## src/rtl/irq_frontend_pkg.sv

```systemverilog
package irq_frontend_pkg;
  localparam int unsigned LVL_CLASSES = 4;
  localparam int unsigned ERR_CLASSES = 3;
  localparam int unsigned BASE_W      = 22;

  typedef enum logic [1:0] {
    LVL_IRQ  = 2'd0,
    LVL_FIQ  = 2'd1,
    LVL_VIRQ = 2'd2,
    LVL_VFIQ = 2'd3
  } lvl_class_e;

  typedef enum logic [1:0] {
    ERR_SYS  = 2'd0,
    ERR_VSYS = 2'd1,
    ERR_RAM  = 2'd2
  } err_class_e;
endpackage

```

## src/rtl/irqfe_sync.sv

```systemverilog
module irqfe_sync #(
  parameter int unsigned WIDTH  = 8,
  parameter int unsigned STAGES = 2
) (
  input  logic             clk,
  input  logic             rst_n,
  input  logic [WIDTH-1:0] d_n,
  output logic [WIDTH-1:0] q_n
);
  logic [WIDTH-1:0] chain [STAGES];

  genvar s;
  generate
    for (s = 0; s < STAGES; s++) begin : g_stage
      if (s == 0) begin : g_first
        always_ff @(posedge clk or negedge rst_n) begin
          if (!rst_n) chain[s] <= '1;
          else        chain[s] <= d_n;
        end
      end else begin : g_next
        always_ff @(posedge clk or negedge rst_n) begin
          if (!rst_n) chain[s] <= '1;
          else        chain[s] <= chain[s-1];
        end
      end
    end
  endgenerate

  assign q_n = chain[STAGES-1];

  // the synchronized view is idle on the first edge after reset
  assert_sync_idle_R2: assert property (@(posedge clk)
    $rose(rst_n) |-> (q_n == '1));
endmodule

```

## src/rtl/irqfe_edge_pend.sv

```systemverilog
module irqfe_edge_pend #(
  parameter int unsigned WIDTH = 6
) (
  input  logic             clk,
  input  logic             rst_n,
  input  logic [WIDTH-1:0] sync_n,
  input  logic [WIDTH-1:0] ack,
  output logic [WIDTH-1:0] pend
);
  logic [WIDTH-1:0] hist_n;
  logic [WIDTH-1:0] fall;

  always_ff @(posedge clk or negedge rst_n) begin
    if (!rst_n) hist_n <= '1;
    else        hist_n <= sync_n;
  end

  assign fall = hist_n & ~sync_n;

  genvar b;
  generate
    for (b = 0; b < WIDTH; b++) begin : g_bit
      always_ff @(posedge clk or negedge rst_n) begin
        if (!rst_n)       pend[b] <= 1'b0;
        else if (fall[b]) pend[b] <= 1'b1;
        else if (ack[b])  pend[b] <= 1'b0;
      end
    end
  endgenerate

  assert_set_on_fall_R5: assert property (@(posedge clk) disable iff (!rst_n)
    (pend & $past(fall)) == $past(fall));

  assert_sticky_R6: assert property (@(posedge clk) disable iff (!rst_n)
    (pend & $past(pend & ~ack)) == $past(pend & ~ack));

  assert_ack_clears_R6: assert property (@(posedge clk) disable iff (!rst_n)
    (pend & $past(ack & ~fall)) == '0);

  assert_no_spurious_R8: assert property (@(posedge clk) disable iff (!rst_n)
    (pend & $past(~pend & ~fall)) == '0);
endmodule

```

## src/rtl/irqfe_level_sel.sv

```systemverilog
module irqfe_level_sel #(
  parameter int unsigned WIDTH = 8
) (
  input  logic             bypass,
  input  logic [WIDTH-1:0] pin_sync_n,
  input  logic [WIDTH-1:0] ctl_n,
  output logic [WIDTH-1:0] req
);
  always_comb begin
    if (bypass) req = ~pin_sync_n;
    else        req = ~ctl_n;
  end
endmodule

```

## src/rtl/irq_frontend.sv

```systemverilog
module irq_frontend
  import irq_frontend_pkg::*;
#(
  parameter int unsigned NUM_CORES   = 2,
  parameter int unsigned SYNC_STAGES = 2
) (
  input  logic                 clk,
  input  logic                 rst_n,
  input  logic                 bypass_ctl,
  input  logic [BASE_W-1:0]    base_addr_i,
  output logic [BASE_W-1:0]    base_addr_o,
  input  logic [NUM_CORES-1:0] irq_pin_n,
  input  logic [NUM_CORES-1:0] fiq_pin_n,
  input  logic [NUM_CORES-1:0] virq_pin_n,
  input  logic [NUM_CORES-1:0] vfiq_pin_n,
  input  logic [NUM_CORES-1:0] serr_pin_n,
  input  logic [NUM_CORES-1:0] vserr_pin_n,
  input  logic [NUM_CORES-1:0] ramerr_pin_n,
  input  logic [NUM_CORES-1:0] ctl_irq_n,
  input  logic [NUM_CORES-1:0] ctl_fiq_n,
  input  logic [NUM_CORES-1:0] ctl_virq_n,
  input  logic [NUM_CORES-1:0] ctl_vfiq_n,
  input  logic [NUM_CORES-1:0] ctl_maint_req,
  input  logic [NUM_CORES-1:0] serr_ack,
  input  logic [NUM_CORES-1:0] vserr_ack,
  input  logic [NUM_CORES-1:0] ramerr_ack,
  output logic [NUM_CORES-1:0] core_irq,
  output logic [NUM_CORES-1:0] core_fiq,
  output logic [NUM_CORES-1:0] core_virq,
  output logic [NUM_CORES-1:0] core_vfiq,
  output logic [NUM_CORES-1:0] serr_pend,
  output logic [NUM_CORES-1:0] vserr_pend,
  output logic [NUM_CORES-1:0] ramerr_pend,
  output logic [NUM_CORES-1:0] maint_irq_n
);
  localparam int unsigned LVL_W = LVL_CLASSES * NUM_CORES;
  localparam int unsigned ERR_W = ERR_CLASSES * NUM_CORES;

  logic [LVL_W-1:0] lvl_pin_n, lvl_sync_n, lvl_ctl_n, lvl_req;
  logic [ERR_W-1:0] err_pin_n, err_sync_n, err_ack, err_pend;

  assign lvl_pin_n = {vfiq_pin_n, virq_pin_n, fiq_pin_n, irq_pin_n};
  assign lvl_ctl_n = {ctl_vfiq_n, ctl_virq_n, ctl_fiq_n, ctl_irq_n};
  assign err_pin_n = {ramerr_pin_n, vserr_pin_n, serr_pin_n};
  assign err_ack   = {ramerr_ack, vserr_ack, serr_ack};

  irqfe_sync #(.WIDTH(LVL_W), .STAGES(SYNC_STAGES)) u_lvl_sync (
    .clk(clk), .rst_n(rst_n), .d_n(lvl_pin_n), .q_n(lvl_sync_n));

  irqfe_sync #(.WIDTH(ERR_W), .STAGES(SYNC_STAGES)) u_err_sync (
    .clk(clk), .rst_n(rst_n), .d_n(err_pin_n), .q_n(err_sync_n));

  irqfe_level_sel #(.WIDTH(LVL_W)) u_lvl_sel (
    .bypass(bypass_ctl), .pin_sync_n(lvl_sync_n),
    .ctl_n(lvl_ctl_n), .req(lvl_req));

  irqfe_edge_pend #(.WIDTH(ERR_W)) u_err_pend (
    .clk(clk), .rst_n(rst_n), .sync_n(err_sync_n),
    .ack(err_ack), .pend(err_pend));

  assign core_irq  = lvl_req[int'(LVL_IRQ)*NUM_CORES  +: NUM_CORES];
  assign core_fiq  = lvl_req[int'(LVL_FIQ)*NUM_CORES  +: NUM_CORES];
  assign core_virq = lvl_req[int'(LVL_VIRQ)*NUM_CORES +: NUM_CORES];
  assign core_vfiq = lvl_req[int'(LVL_VFIQ)*NUM_CORES +: NUM_CORES];

  assign serr_pend   = err_pend[int'(ERR_SYS)*NUM_CORES  +: NUM_CORES];
  assign vserr_pend  = err_pend[int'(ERR_VSYS)*NUM_CORES +: NUM_CORES];
  assign ramerr_pend = err_pend[int'(ERR_RAM)*NUM_CORES  +: NUM_CORES];

  assign maint_irq_n = bypass_ctl ? '1 : ~ctl_maint_req;

  always_ff @(posedge clk) begin
    if (!rst_n) base_addr_o <= base_addr_i;
  end

  assert_maint_quiet_R9: assert property (@(posedge clk) disable iff (!rst_n)
    bypass_ctl |-> (maint_irq_n == '1));

  assert_base_hold_R10: assert property (@(posedge clk) disable iff (!rst_n)
    $past(rst_n) |-> $stable(base_addr_o));

  assert_level_from_ctl_R4: assert property (@(posedge clk) disable iff (!rst_n)
    !bypass_ctl |-> ((core_virq & ctl_virq_n) == '0));
endmodule

```

## config.mk

```make
export PLATFORM = sky130hd
export DESIGN_NAME = irq_frontend
export DESIGN_NICKNAME = d
export VERILOG_FILES = /design/src/rtl/irq_frontend_pkg.sv /design/src/rtl/irqfe_sync.sv /design/src/rtl/irqfe_edge_pend.sv /design/src/rtl/irqfe_level_sel.sv /design/src/rtl/irq_frontend.sv
export SDC_FILE = /design/constraint.sdc
export NUM_CORES = 1
export LEC_CHECK = 0
export CAP_MARGIN = 15
export CORE_ASPECT_RATIO = 0.75
export CORE_UTILIZATION = 35
export DETAILED_ROUTE_END_ITERATION = 8
export PLACE_DENSITY = 0.79
export SYNTH_ARGS = -nofsm -noshare
export SYNTH_HDL_FRONTEND = slang
export SYNTH_SLANG_ARGS = --single-unit
```

## constraint.sdc

```tcl
create_clock -name clk -period 0.93 [get_ports clk]
set_clock_uncertainty 0.15 [all_clocks]
set_input_delay 0.2325 -clock clk [delete_from_list [all_inputs] [get_ports clk]]
set_output_delay 0.2325 -clock clk [all_outputs]
set_load 0.01 [all_outputs]
```

-- After elaboration in Yosys (flattened, before gate mapping)
Cells that the tools add are included.
- input bits: 55
- word-level logic and storage cells: 37
- bits in registers: 62
- bitwise gates (word level): 5
- multiplexer cells: 14
- reduce and logical (&&, ||, !) cells: 6
- operator list (cell ; count):
    NOT 8 bit ; 2
    2-to-1 mux 1 bit ; 12
    nonzero test 2 bit ; 6
    2-to-1 mux 8 bit ; 1
    AND 6 bit ; 1
    NOT 6 bit ; 1
    2-to-1 mux 2 bit ; 1
    NOT 2 bit ; 1

-- Longest topological paths before layout
- depth after elaboration: 3
- gate-level depth with buffers: 2
- depth with buffers taken out: 2

-- Modules after synthesis
Synthesis repeated with hierarchy kept, for this count alone.
- cells, all modules: 106
- area total of the unflattened synthesis: 2030.7 um^2
- modules (own cells, without submodules) (module ; times used ; cells an instance ; seq. area each (um^2) ; area each (um^2)):
    irq_frontend ; 1 ; 25 ; 660.6 ; 676.9
    irqfe_sync (u_lvl_sync) ; 1 ; 24 ; 420.4 ; 480.5
    irqfe_edge_pend ; 1 ; 30 ; 307.8 ; 421.7
    irqfe_sync (u_err_sync) ; 1 ; 18 ; 315.3 ; 360.3
    irqfe_level_sel ; 1 ; 9 ; 0.0 ; 91.3

-- Least setup slack after synthesis
Ideal clock, no wire load.
- kind: input -> register
- from: input port rst_n
- to: register base_addr_o[0], enable pin
- arrival: 0.668 ns
- stages on the path: 1
- path slack: -0.265 ns
- path buffers: 0
- path through: inv_1
- RTL lines (element ; line ; text):
    from (decl) ; irq_frontend.sv:8 ; input logic rst_n,
    to (signal assigned) ; irq_frontend.sv:73 ; if (!rst_n) base_addr_o <= base_addr_i;
    to (decl) ; irq_frontend.sv:11 ; output logic [BASE_W-1:0] base_addr_o,
No word-level cell between the ends.

-- Worst setup path after layout
- from: register u_lvl_sync.chain, in the netlist u_lvl_sync.q_n[5]
- to: output port core_virq[1]
- cells in the longest elaborated chain, start to end: 2
- ends and longest elaborated chain (element ; line ; text):
    from (decl) ; irqfe_sync.sv:10 ; logic [WIDTH-1:0] chain [STAGES];
    from (signal, indexed assignment) ; irqfe_sync.sv:23 ; else chain[s] <= chain[s-1];
    NOT 8 bit ; irqfe_level_sel.sv:10 ; if (bypass) req = ~pin_sync_n;
    2-to-1 mux 8 bit ; irqfe_level_sel.sv:10 ;
    to (decl) ; irq_frontend.sv:29 ; output logic [NUM_CORES-1:0] core_virq,
Every way passes these cells.

==> metrics <==
initial drt markers=16; Post-Syn Nets=147; hold_ws=-0.148 ns; HP Class=in -> async; Fin. Hold Viols=6; relative slew slack=0.685; Worst R2R Start=u_err_pend.hist_n[5]; critical path type=reg -> out; nets=257; overall routing resource usage=0.146; status=finished with violations; Setup TNS=-12.15 ns; Root Driver=clkbuf_8; CTS clk-pin slew, worst paths=0.06 ns; num ports=93; Port Buffers=92; Max VDD drop=1010 µV; clock latency on the worst-skew pair=0.33 ns; RSZ-0062 raised after global routing=true; MaxCap Viol Count=0; Critical Path RT=0.55 ns; total grt overflow=0; post-synth top area share=0.472; initial core utilization=0.376; flop2flop setup slack=0 ns; Setup violations, final=39; final WL=3810 µm; post-synth top area cell=dfstp_2; first-pass GRT wire length=5780 µm; critical path launch point type=flop; max frequency=692 MHz; measured slew at the worst slew-check pin=0.473 ns; M3 GR Usage=0.111; Power Density=approximately 1900 nW/µm²; PnR worst setup slack=-0.515 ns; slowest stage delay, CP=0.54 ns; ANT nets after route=0; FF+latch count, synth=62; Pre-antenna DRT Iters=2; clock buffer count from CTS=9; FF-to-FF path depth=2; met1 Usage GRT=0.138; Cell Chain, Critical Path=mux2i_4 > buf_2; number of distinct library cells after synthesis=8; WL/cell=13.7 µm; average cell area after synthesis=20.6 µm²; Cells after Synth=between 90 and 100; clk buf depth=2; crit-path max FO=1; ant diodes=0; fillers=390; area delta synth->final=67.8%; Pwr Total=5.94 mW; largest cells by area after synthesis=dfstp_2 47%, edfxtp_1 35%, dfrtp_1 7.9%; Via-to-Cell Ratio=4.14; DP Worst Slack=-1.17 ns; antenna violations before repair=0; failing checks=negative hold slack, negative setup slack; grt met2 use=0.250; Seq/Total Area, Yosys=0.900; row count=22; Core Region=5040 µm²; synthesized area=1890 µm²; CP max stage cell=dfstp_2; Die Wd=between 80 and 90 µm; grt peak-use layer=met2; CTS sink cnt=between 60 and 70; largest net degree at the start of global routing=41; share of layout cells above drive strength 1=0.546; Final Max Slew Viols=0; Worst EP arrival=about 1.1 ns; Ys Warns=0; leakage=around 1.3 nW; Vias=1,156; TritonCTS clock tree=done; DP HPWL=~2800 µm; Residual DRC=0; Die Footprint=5710 µm²; gpl congestion=0.625; fin crit share=1.55; vias in the first global route=1,229; Die H=65.7 µm; CP Capture Type=output port; H-tree Lvls=3; RR Endpoint=u_err_pend.pend[5]; minimum clock period=1.45 ns
## worst max path at each step
| stage | start | end | slack, ns | cells after the start |
|---|---|---|---|---|
| after floorplan | bypass_ctl | core_fiq[0] | -0.08 | 2 |
| after global placement | bypass_ctl | core_virq[0] | -1.14 | 4 |
| after detailed placement | bypass_ctl | core_fiq[0] | -1.17 | 4 |
| after CTS | u_lvl_sync.q_n[1] | core_irq[1] | -0.55 | 2 |
| after global routing | u_lvl_sync.q_n[5] | core_virq[1] | -0.57 | 2 |
| final | u_lvl_sync.q_n[5] | core_virq[1] | -0.52 | 2 |
## cells in the final DEF, fill, tap and decap left out
cell / n
o22ai_1: 2
inv_2: 1
inv_1: 11
buf_6: 9
clkinvlp_4: 1
clkbuf_8: 12
clkdlybuf4s50_1: 50
o22ai_2: 4
edfxtp_1: 22
nand2b_4: 2
buf_2: 30
buf_12: 4
dfrtp_1: 6
mux2i_4: 8
clkbuf_1: 3
clkbuf_2: 2
buf_4: 5
dfstp_2: 34
clkinv_2: 1
## metal layers
metal | vias to the layer above | wire length [µm]
met1 | 563 | 1330
met4 | 0 | 12
met5 | - | 0
met3 | 3 | 494
met2 | 62 | 1980
li1 | 528 | -
## final cells by class
class | count | area [µm²] | area share
Clock inverter | 1 | 5.00 | 0.00157
Tap cell | 72 | 90.1 | 0.0283
Clock buffer | 15 | 176 | 0.0555
Timing Repair Buffer | 100 | 880 | 0.277
Inverter | 13 | 52.6 | 0.0165
Multi-Input combinational cell | 16 | 270 | 0.0850
Sequential cell | 62 | 1700 | 0.536
## where the power goes
part | internal [mW] | leakage [nW] | switching, mW
registers | 3.08 | 0.646 | 0.0680
logic | 0.437 | 0.572 | 0.273
clock network | 1.18 | 0.0937 | 0.897
total | 4.70 | 1.31 | 1.24
## synthesized netlist by cell type
cell type / n
nand2b_1: 2
mux2i_1: 8
inv_1: 13
buf_6: 1
o22ai_1: 6
dfstp_2: 34
edfxtp_1: 22
dfrtp_1: 6
## state kept, by name, summed over array words and instances (netlist names)
signal and count:
u_err_sync.q_n 6, base_addr_o 22, u_err_sync.chain 6, u_lvl_sync.q_n 8
u_err_pend.pend 6, u_lvl_sync.chain 8, u_err_pend.hist_n 6
## cell families after synthesis
| family | synth area share |
|---|---|
| AND/OR/NAND/NOR | 0.00660 |
| buffers and inverters | 0.0317 |
| multiplexers | 0.0423 |
| flip-flops | 0.900 |
| AO/OA/AOI/OAI | 0.0198 |
## through the flow
stage               cell area (µm²)  cells   util
floorplan                      2010     92      -
global placement               3040    258  0.604
CTS                            3140    279  0.623
global route                   3180    279  0.631
finish                         3180    279  0.631
detailed placement             3040    258  0.604
## critical path, delay by kind of cell (launching register included)
kind / cells / cell delay (ns)
buffers and inverters: 1 / 0.14
DFF: 1 / 0.54
muxes: 1 / 0.06
## timing repair
item / in CTS / in global routing
pin swaps: 1 / 1
endpoints found under the setup margin: 40 / 42
gates resized for setup: 167 / 14
setup buffers: 5 / 1
endpoints found under the hold margin: 6 / 6
Power figures use the tool's default switching activity.
